==> src/rtl/sdram_cs_pkg.sv <==
package sdram_cs_pkg;

  // One chip-select window as held in the register file
  typedef struct packed {
    logic [3:0] bhi;    // address bits 35:32
    logic [7:0] blo;    // address bits 31:24
    logic [7:0] smask;  // don't-care mask over address bits 31:24
    logic [2:0] csf;    // chip-select field, stored only
    logic       en;
  } cs_win_t;

  function automatic logic [31:0] pack_base(input cs_win_t w);
    return {w.blo, 20'd0, w.bhi};
  endfunction

  function automatic logic [31:0] pack_size(input cs_win_t w);
    return {w.smask, 19'd0, w.csf, 1'b0, w.en};
  endfunction

  // Match: enabled, high bits equal, low byte equal outside the mask
  function automatic logic win_hit(input cs_win_t w, input logic [35:0] a);
    return w.en && (a[35:32] == w.bhi) &&
           (((a[31:24] ^ w.blo) & ~w.smask) == 8'd0);
  endfunction

  function automatic logic win_low32(input cs_win_t w);
    return w.en && (w.bhi == 4'd0);
  endfunction

endpackage

==> src/rtl/sdram_cs_regfile.sv <==
module sdram_cs_regfile
  import sdram_cs_pkg::*;
#(
  parameter int NCS = 4,
  parameter int AW  = 6
) (
  input  logic           clk,
  input  logic           rst_n,
  input  logic           we,
  input  logic [AW-1:0]  addr,
  input  logic [31:0]    wdata,
  output logic [31:0]    rdata,
  output cs_win_t        win [NCS]
);
  localparam int IW   = AW - 2;
  localparam int CSW  = $clog2(NCS);
  localparam logic [IW-1:0] NREG = IW'(2 * NCS);

  logic [IW-1:0]  widx;
  logic           in_map;
  logic [CSW-1:0] csn;

  assign widx   = addr[AW-1:2];
  assign in_map = (widx < NREG);
  assign csn    = widx[CSW:1];

  for (genvar g = 0; g < NCS; g++) begin : g_cs
    localparam logic [CSW-1:0] GI = CSW'(g);
    always_ff @(posedge clk) begin
      if (!rst_n) begin
        win[g] <= '0;
      end else if (we && in_map && (csn == GI)) begin
        if (widx[0]) begin
          win[g].smask <= wdata[31:24];
          win[g].csf   <= wdata[4:2];
          win[g].en    <= wdata[0];
        end else begin
          win[g].blo <= wdata[31:24];
          win[g].bhi <= wdata[3:0];
        end
      end
    end
  end

  always_comb begin
    rdata = '0;
    if (in_map)
      rdata = widx[0] ? pack_size(win[csn]) : pack_base(win[csn]);
  end
endmodule

==> src/rtl/sdram_cs_match.sv <==
module sdram_cs_match
  import sdram_cs_pkg::*;
#(
  parameter int NCS = 4
) (
  input  cs_win_t        win [NCS],
  input  logic [35:0]    addr,
  output logic [NCS-1:0] hit_vec,
  output logic [NCS-1:0] low_vec
);
  for (genvar g = 0; g < NCS; g++) begin : g_m
    assign hit_vec[g] = win_hit(win[g], addr);
    assign low_vec[g] = win_low32(win[g]);
  end
endmodule

==> src/rtl/sdram_cs_select.sv <==
module sdram_cs_select #(
  parameter int NCS  = 4,
  localparam int CSW  = $clog2(NCS),
  localparam int CNTW = $clog2(NCS + 1)
) (
  input  logic [NCS-1:0]  hit_vec,
  input  logic [NCS-1:0]  low_vec,
  output logic            hit,
  output logic [CSW-1:0]  cs,
  output logic [NCS-1:0]  attr,
  output logic [CNTW-1:0] cnt
);
  always_comb begin
    cs = '0;
    for (int i = NCS - 1; i >= 0; i--)
      if (hit_vec[i]) cs = CSW'(i);
  end

  assign hit  = |hit_vec;
  assign attr = hit ? ~(NCS'(1) << cs) : '0;

  always_comb begin
    cnt = '0;
    for (int i = 0; i < NCS; i++)
      cnt = cnt + CNTW'(low_vec[i]);
  end
endmodule

==> src/rtl/sdram_cs_decoder.sv <==
module sdram_cs_decoder
  import sdram_cs_pkg::*;
#(
  parameter int NCS = 4,
  parameter int AW  = 6,
  localparam int CSW  = $clog2(NCS),
  localparam int CNTW = $clog2(NCS + 1)
) (
  input  logic            clk,
  input  logic            rst_n,
  input  logic            reg_we,
  input  logic [AW-1:0]   reg_addr,
  input  logic [31:0]     reg_wdata,
  output logic [31:0]     reg_rdata,
  input  logic [35:0]     lk_addr,
  output logic            lk_hit,
  output logic [CSW-1:0]  lk_cs,
  output logic [3:0]      lk_target,
  output logic [NCS-1:0]  lk_attr,
  output logic [NCS-1:0]  reach_mask,
  output logic [CNTW-1:0] reach_cnt
);
  cs_win_t        win [NCS];
  logic [NCS-1:0] hit_vec;

  sdram_cs_regfile #(.NCS(NCS), .AW(AW)) rf_i (
    .clk(clk), .rst_n(rst_n), .we(reg_we), .addr(reg_addr),
    .wdata(reg_wdata), .rdata(reg_rdata), .win(win)
  );

  sdram_cs_match #(.NCS(NCS)) m_i (
    .win(win), .addr(lk_addr), .hit_vec(hit_vec), .low_vec(reach_mask)
  );

  sdram_cs_select #(.NCS(NCS)) s_i (
    .hit_vec(hit_vec), .low_vec(reach_mask), .hit(lk_hit),
    .cs(lk_cs), .attr(lk_attr), .cnt(reach_cnt)
  );

  assign lk_target = 4'd0;
endmodule

==> config.mk <==
export PLATFORM = sky130hd
export DESIGN_NAME = sdram_cs_decoder
export DESIGN_NICKNAME = d
export VERILOG_FILES = /design/src/rtl/sdram_cs_pkg.sv /design/src/rtl/sdram_cs_regfile.sv /design/src/rtl/sdram_cs_match.sv /design/src/rtl/sdram_cs_select.sv /design/src/rtl/sdram_cs_decoder.sv
export SDC_FILE = /design/constraint.sdc
export NUM_CORES = 1
export LEC_CHECK = 0
export BUFFER_PORTS_ARGS = -buffer_cell sky130_fd_sc_hd__clkbuf_2
export CAP_MARGIN = 25
export CORE_MARGIN = 8
export CORE_UTILIZATION = 32
export CTS_BUF_LIST = sky130_fd_sc_hd__clkbuf_8 sky130_fd_sc_hd__clkbuf_16
export DETAILED_ROUTE_END_ITERATION = 10
export GPL_TIMING_DRIVEN = 1
export MAX_ROUTING_LAYER = met4
export SYNTH_ARGS = -nofsm -noshare
export SYNTH_HDL_FRONTEND = slang
export SYNTH_SLANG_ARGS = --single-unit
==> constraint.sdc <==
create_clock -name clk -period 5.1 [get_ports clk]
set_input_delay 1.275 -clock clk [delete_from_list [all_inputs] [get_ports clk]]
set_output_delay 1.275 -clock clk [all_outputs]
set_load 0.05 [all_outputs]
## Word-level counts from Yosys, hierarchy flattened

Index checks and enable logic that the tools add are counted.

| word-level totals | value |
|---|---|
| register bits | 96 |
| latch bits | 0 |
| memory bits (writable) | 0 |
| memory bits (read-only) | 0 |
| bits of input ports | 77 |
| output and inout port bits | 50 |
| logic and storage cells | 93 |
| memories | 0 |

| operators by class | value |
|---|---|
| add/sub/neg operators | 3 |
| $mul | 0 |
| divide/modulo/power cells | 0 |
| $lt $le $gt $ge | 2 |
| equal/unequal tests | 7 |
| shift-type cells | 1 |
| mux-type cells | 10 |
| bitwise logic cells | 15 |
| reduce and logical (&&, ||, !) cells | 35 |

Operators by type and width:

| kind | number |
|---|---|
| two-way mux 32 bit | 2 |
| binary-select mux 24 bit (select 2 bit) | 1 |
| two-way mux 24 bit | 2 |
| AND 8 bit | 4 |
| zero test 8 bit | 4 |
| inverter 8 bit | 4 |
| XOR 8 bit | 4 |
| logical AND 1 bit | 17 |
| == test 4 bit | 4 |
| zero test 4 bit | 4 |
| AND reduction 2 bit | 8 |
| two-way mux 2 bit | 4 |
| adder 3 x 1 -> 3 bit | 2 |
| == test 2 bit (second input constant) | 2 |
| < comparator 4 bit (second input constant) | 1 |
| two-way mux 4 bit | 1 |
| inverter 4 bit | 1 |
| OR reduction 4 bit | 1 |
| << shifter 1 x 2 -> 4 bit (first input constant) | 1 |
| greater-or-equal comparator 3 bit (second input constant) | 1 |
| inverter 2 -> 3 bit | 1 |
| adder 1 x 1 -> 2 bit | 1 |
| == test 2 x 1 -> 1 bit (second input constant) | 1 |
| zero test 2 bit | 1 |
| inverter 1 bit | 1 |

## Depth between registers and ports, before layout

Gate-level depths: netlist (run 1).

| logic depth | value |
|---|---|
| depth in word-level cells | 11 |
| gate-level depth with buffers | 7 |
| depth with buffers taken out | 6 |

## Cells and area by module

Synthesis (run 1) repeated with hierarchy kept, for this count alone.

| second synthesis, totals | value |
|---|---|
| cells, all modules | 657 |
| area, all modules | 5970.7 µm² |

Modules (own cells, without submodules):

| module | instances | cells an instance | area each (µm²) | sequential area each (µm²) |
|---|---|---|---|---|
| sdram_cs_regfile | 1 | 533 | 5017.3 | 1921.8 |
| sdram_cs_match | 1 | 100 | 802.0 | 0.0 |
| sdram_cs_select | 1 | 19 | 117.6 | 0.0 |
| sdram_cs_decoder | 1 | 5 | 33.8 | 0.0 |

## Worst setup path after synthesis (run 1)

OpenSTA, ideal clock, no wires.

| timing | value |
|---|---|
| kind | input -> output |
| start | input lk_addr[27] |
| end | output lk_cs[0] |
| arrival | 3.396 ns |
| data required time | 3.825 ns |
| path slack | 0.429 ns |
| cell stages on the path | 7 |
| buffers on the path | 1 |
| path through | clkbuf_1 > xnor2_1 > o211ai_1 > nor4_1 > o2111ai_1 > nand2b_1 > a21boi_0 |

| on the way | value |
|---|---|
| cells in the longest elaborated chain, start to end | 8 |
| elaborated cells between the ends (all ways) | 20 |
| those cells by class | mux (4); bitwise (8); reduce/logical (8) |

RTL lines:

| item | RTL line | text |
|---|---|---|
| start: declaration | sdram_cs_decoder.sv:15 | `input logic [35:0] lk_addr,` |
| XOR 8 bit | sdram_cs_pkg.sv:23 | `(((a[31:24] ^ w.blo) & ~w.smask) == 8'd0);` |
| AND 8 bit | sdram_cs_pkg.sv:23 |  |
| zero test 8 bit | sdram_cs_pkg.sv:23 |  |
| logical AND 1 bit | sdram_cs_pkg.sv:22 | `return w.en && (a[35:32] == w.bhi) &&` |
| two-way mux 2 bit (3 in a row) | sdram_cs_select.sv:16 | `if (hit_vec[i]) cs = CSW'(i);` |
| two-way mux 2 bit * | sdram_cs_select.sv:16 |  |
| end: declaration | sdram_cs_decoder.sv:17 | `output logic [CSW-1:0] lk_cs,` |

Mark *: on every way between the ends. The rest lies on a longest branch, timed or not.

## Worst setup path in the final report (run 1)

Same ends and word-level chain as after synthesis.

==> results of run 1 <==
==> layout make-up <==
| class | instances | area share [%] |
|---|---|---|
| multi-input cells | 399 | 53.0 |
| flip-flops and latches | 96 | 31.7 |
| repair buffers | 67 | 6.23 |
| well taps | 220 | 4.54 |
| clock buffers | 10 | 3.94 |
| clock inverters | 3 | 0.619 |
==> tightest hold or removal path: cells and delay by family, from the launching register on <==
family	cells	cell delay (ps)
DFF	1	310
AOI/OAI and AO/OA	1	60
and+or+nand+nor	1	50
==> metrics by stage <==
stage	hold WS (ps)	setup WS [ps]	total power, mW
final	471	555	1.61
after global routing	490	423	1.67
after CTS	475	569	1.63
after detailed placement	466	589	0.979
after global placement	450	590	0.976
after floorplan	440	429	0.948
==> worst paths after layout <==
| path | start | end | slack [ps] | cells after the start |
|---|---|---|---|---|
| setup / recovery | lk_addr[27] | lk_cs[0] | 560 | 9 |
| hold / removal | rf_i.win[51] | rf_i.win[51] | 470 | 2 |
| setup reg to reg | rf_i.win[45] | rf_i.win[45] | 4360 | 2 |
| hold reg to reg | rf_i.win[51] | rf_i.win[51] | 470 | 2 |
==> cells by family after synthesis <==
kind of cell             after synthesis  share of synthesized area (%)
AND/OR/NAND/NOR                      172                           17.4
multiplexers                         107                           25.3
flip-flops                            96                           35.4
buffers and inverters                 72                           7.03
XOR/XNOR                              48                           7.74
AO/OA/AOI/OAI                         46                           6.29
adder cells (fa/ha/maj)                3                          0.829
other                                  1                         0.0691
==> synth_stat cells, drive strengths merged (3+ instances only) <==
cell type   n  area, um^2
and2        6        41.3
nor3b       4        45.1
nor2       14        52.6
xnor2      39         342
o211ai      3        22.5
o2111ai     3        26.3
xor2        9        78.8
nor3        3        20.0
mux2i      83         831
nand3b      3        22.5
nand2b      3        18.8
clkbuf     35         133
dfxtp      96        1920
nor2b      73         457
a21boi     25         188
buf        37         249
o22ai       8        50.1
mux4       24         541
nand3       4        20.0
nand2      53         199
o22a        4        35.0
nor4        6        37.5
==> power groups by stage <==
stage          combinational (mW)  clock, mW  sequential (mW)
2_1_floorplan               0.166          0            0.782
3_3_place_gp                0.192          0            0.784
3_5_place_dp                0.195          0            0.785
4_1_cts                     0.195      0.667            0.768
5_1_grt                     0.208      0.696            0.769
6_report                    0.194      0.651            0.768
==> layer usage <==
metal / wire length [um] / up-vias / share of wire, %
met4: 275 / 0 / 1.9
li1: - / 1868 / -
met5: 0 / - / 0
met2: 6860 / 99 / 47
met3: 651 / 18 / 4.5
met1: 6760 / 1833 / 46
==> cells in the final DEF, fill, tap and decap left out, types with 4 or more instances in the layout <==
cell | Yosys | final
dfxtp_1 | 96 | 96
mux2i_1 | 83 | 83
nor2b_1 | 73 | 73
clkbuf_2 | 1 | 58
nand2_1 | 53 | 53
xnor2_1 | 39 | 39
a21boi_0 | 25 | 25
mux4_2 | 24 | 24
conb_1 | 1 | 23
nor2_1 | 14 | 14
xor2_1 | 9 | 9
clkbuf_16 | 0 | 9
o22ai_1 | 8 | 8
buf_4 | 26 | 7
nor4_1 | 6 | 6
o22a_1 | 4 | 4
nand3_1 | 4 | 4
and2_1 | 4 | 4
==> impl_metrics.tcl, run 1 <==
set metrics [dict create \
    track_usage_pct 14.3 \
    yosysSeqAreaShare_pct 35.4 \
    ir_drop_v 0.000142 \
    p_int_mw 1.21 \
    synthesis.area_mm2 0.00543 \
    cap_violations 0 \
    placed_area_mm2 0.00578 \
    drtIter0Drc 276 \
    path_cells "clkbuf_2, xnor2_1, o211ai_1, nor4_1, buf_4, o2111ai_1, nand2b_1, a21boi_0, clkbuf_2" \
    ctsLongestPathBuffers 2 \
    clkTransAtPathRegs_ps 60 \
    reg.largest.list "rf_i.win x96" \
    num-nets-final 653 \
    insertion_delay_ps 340 \
    cp.arrival_ps 3270 \
    required_ps 3830 \
    grt_use_met2_pct 22.8 \
    post_cts_resized 0 \
    fin_util_pct 36.5 \
    fin_cells 795 \
    startpoint_type "input pin" \
    ys_types 36 \
    setup_viol 0 \
    clock-sinks 96 \
    rsz0062_at_grt "false" \
    end_kind "output pin" \
    ys.warnings.count 0 \
    period_share_pct 89.1 \
    cts_setup_buffers 0 \
    use_met1_pct 18.1 \
    drive_above_1_share_pct 19.3 \
    dieArea_mm2 0.0214 \
    pwr-share-seq_pct 47.6 \
    finalWeightedCongestion 0.857 \
    slew_viol_final 0 \
    route.detailed.drc 0 \
    nFillCells 1683 \
    slowest_delay_ps 440 \
    largest_reg_flops 96 \
    crit_buf_inv 3 \
    seqCellArea_mm2 0.00192 \
    cellLeakagePower_nw 2.39 \
    maxSlewHeadroom_pct 32.2 \
    firstDrtPassIters 4 \
    postLayoutCellArea_mm2 0.00606 \
    combinationalPowerShare_pct 12.0 \
    gr-usage-met3_pct 1.82 \
    antenna_cells 0 \
    grt_pass1_vias 4035 \
    vias 3818 \
    grt_remaining_overflow 0 \
    period_needed_ps 4540 \
    num_io_pins 127 \
    swShare_pct 25.1 \
    portBuffers 58 \
    synth_seq_cells 96 \
    initial_core_util_pct 32.7 \
    cts_max_level 3 \
    slowest_stage "nor4_1" \
    synthCells 545 \
    grt_max_degree 97 \
    synthArstFlopShare_pct 0 \
    grt_pass1_wl_mm 23.3 \
    finalClockSkew_ps 0 \
    multi_input_area_mm2 0.00321 \
    cp_common_cell "clkbuf_2" \
    status "finished, final reports clean" \
    area_delta_synth_final_pct 11.6 \
    p_sw_mw 0.404 \
    hold_violations 0 \
    clkPwrFrac_pct 40.4 \
    path_delay_family "simple AND/OR/NAND/NOR gates" \
    cts-hold-fix-buffers 0 \
    fmax_mhz 220 \
    post_drt_via_cell_ratio 4.80 \
    die_w_um 146 \
    tightest_slew_ps 1010 \
    tns_ps 0 \
    rows 47 \
    powerDensity_mw_per_mm2 266 \
    placed_cells 782 \
    antenna_found_initial 0 \
    crit_type "input pin to output pin" \
    die_y_um 146 \
    regMostFlops "rf_i.win" \
    cts_made_buffers 9 \
    coreArea_mm2 0.0166 \
    hpwl_mm 10.3 \
    busiest_layer "met2" \
    cp_max_fo 4 \
    wirelength_mm 14.5 \
    min_path_type "flop to flop" \
    syn_avg_cell_area_um2 9.96 \
    synth_ff_type "dfxtp_1" \
    cts_tree "built" \
    root_buffer "clkbuf_16" \
    ant_nets 0 \
    synth-edff-count 0 \
    wire_per_inst_um 18.3 \
]
(Power assumes the default switching activity.)
==> run 2, diff against run 1 <==
==> constraint.sdc (replaced) <==
create_clock -name clk -period 5.6 [get_ports clk]
set_input_delay 1.4 -clock clk [delete_from_list [all_inputs] [get_ports clk]]
set_output_delay 1.4 -clock clk [all_outputs]
set_load 0.05 [all_outputs]
==> run 2 against run 1 <==
  * Register-to-register slack better by 480 ps
  * Hold slack worse by 4.7 ps
  * Critical endpoint unchanged
  * Critical path depth unchanged
  * Power fell by 5.3%
  * Largest cell class unchanged
  * Final cell count is 0.38% higher
  * Highest routed layer unchanged
==> impl_metrics.tcl, run 2 (synthesized netlist as in run 1, its figures left out) <==
set metrics [dict create \
    cp.arrival_ps 3460 \
    cp-startpoint "lk_addr[27]" \
    period_share_pct 86.7 \
    antenna_cells 0 \
    grt_pass1_vias 4125 \
    cp_common_cell "clkbuf_2" \
    status "finished, final reports clean" \
    num-nets-final 653 \
    slowest_delay_ps 420 \
    area_delta_synth_final_pct 12.3 \
    crit_type "input pin to output pin" \
    ir_drop_v 0.000146 \
    cts-hold-fix-buffers 0 \
    timing.rr.start "rf_i.win[45]" \
    slew_viol_final 0 \
    vias 3961 \
    clkPwrFrac_pct 42.7 \
    dieArea_mm2 0.0214 \
    die_w_um 146 \
    startpoint_type "input pin" \
    swShare_pct 25.0 \
    route.detailed.drc 0 \
    min_path_type "flop to flop" \
    final_common_cell "dfxtp_1" \
    rows 47 \
    hpwl_mm 10.6 \
    finalWeightedCongestion 0.896 \
    initial_core_util_pct 32.7 \
    cp_max_fo 4 \
    min-delay-start "rf_i.win[51]" \
    p_sw_mw 0.383 \
    crit_buf_inv 3 \
    placed_cells 782 \
    end_kind "output pin" \
    die_y_um 146 \
    largest_reg_flops 96 \
    required_ps 4200 \
    firstDrtPassIters 4 \
    cts_max_level 3 \
    wirelength_mm 14.9 \
    regMostFlops "rf_i.win" \
    layout_common_cells "96 x dfxtp_1, 83 x mux2i_1, 73 x nor2b_1" \
    cellLeakagePower_nw 2.41 \
    antenna_found_initial 0 \
    slowest_stage "nor4_1" \
    finalClockSkew_ps 0 \
    cts_made_buffers 9 \
    combinationalPowerShare_pct 11.6 \
    portBuffers 58 \
    cts_setup_buffers 0 \
    reg.largest.list "rf_i.win x96" \
    clkTransAtPathRegs_ps 60 \
    root_buffer "clkbuf_16" \
    track_usage_pct 14.4 \
    drtIter0Drc 295 \
    setup_viol 0 \
    insertion_delay_ps 340 \
    cts_tree "built" \
    grt_max_degree 97 \
    cap_violations 0 \
    clock-sinks 96 \
    ant_nets 0 \
    p_int_mw 1.15 \
    grt_remaining_overflow 0 \
    tns_ps 0 \
    fin_cells 798 \
    wire_per_inst_um 18.6 \
    powerDensity_mw_per_mm2 251 \
    num_io_pins 127 \
    post_drt_via_cell_ratio 4.96 \
    hold_violations 0 \
    period_needed_ps 4860 \
    rsz0062_at_grt "false" \
    post_cts_resized 0 \
    drive_above_1_share_pct 19.9 \
    pwr-share-seq_pct 45.7 \
    maxSlewHeadroom_pct 32.8 \
    coreArea_mm2 0.0166 \
    ctsLongestPathBuffers 2 \
    fmax_mhz 206 \
    tightest_slew_ps 1010 \
    path_delay_family "buffers and inverters" \
    path_cells "clkbuf_2, xnor2_1, o211ai_1, nor4_1, buf_4, o2111ai_1, nand2b_1, a21boi_0, clkbuf_2" \
    grt_pass1_wl_mm 23.6 \
]
==> run 2: worst min-delay path, stage by stage, from the launching register on <==
cell	delay, ps
dfxtp_1	310
nand2_1	50
a21boi_0	60
==> run 2: path summary, 6_finish.rpt <==
path	end	slack [ps]	cells after the start
worst min-delay path	rf_i.win[51]	470	2
worst max register to register	rf_i.win[45]	4840	2
worst max-delay path	lk_cs[0]	740	9
worst min register to register	rf_i.win[51]	470	2
==> run 2: stage by stage <==
stage | instance area [um^2] | util (%) | setup slack (ps) | power [mW] | hold WS, ps
final | 6100 | 36.8 | 743 | 1.53 | 466
after global routing | 6100 | 36.8 | 600 | 1.59 | 494
after CTS | 6100 | 36.8 | 777 | 1.55 | 470
after detailed placement | 5780 | 34.8 | 809 | 0.891 | 461
after global placement | 5780 | 34.8 | 900 | 0.889 | 449
after floorplan | 5510 | - | 679 | 0.863 | 440
==> run 2: area by class of cell <==
type	instances	area, um^2
Clock buffer	13	280
Clock inverter	3	38.8
Fill cell	1691	10500
Multi-Input combinational cell	399	3210
Sequential cell	96	1920
Tap cell	220	275
Timing Repair Buffer	67	370
==> run 2: per-layer routing <==
layer	up-vias	global-route usage, %	share of wire (%)
met1	1943	18.1	45
met2	127	22.8	48
li1	1875	-	-
met4	0	5.26	1.4
met5	-	-	0
met3	16	2.53	5.4
==> run 2: power groups by stage <==
stage	Sequential [mW]	Combinational [mW]	Clock, mW
floorplan	0.712	0.151	0
global placement	0.714	0.175	0
detailed placement	0.715	0.177	0
CTS	0.699	0.177	0.670
global route	0.700	0.189	0.696
finish	0.699	0.177	0.653
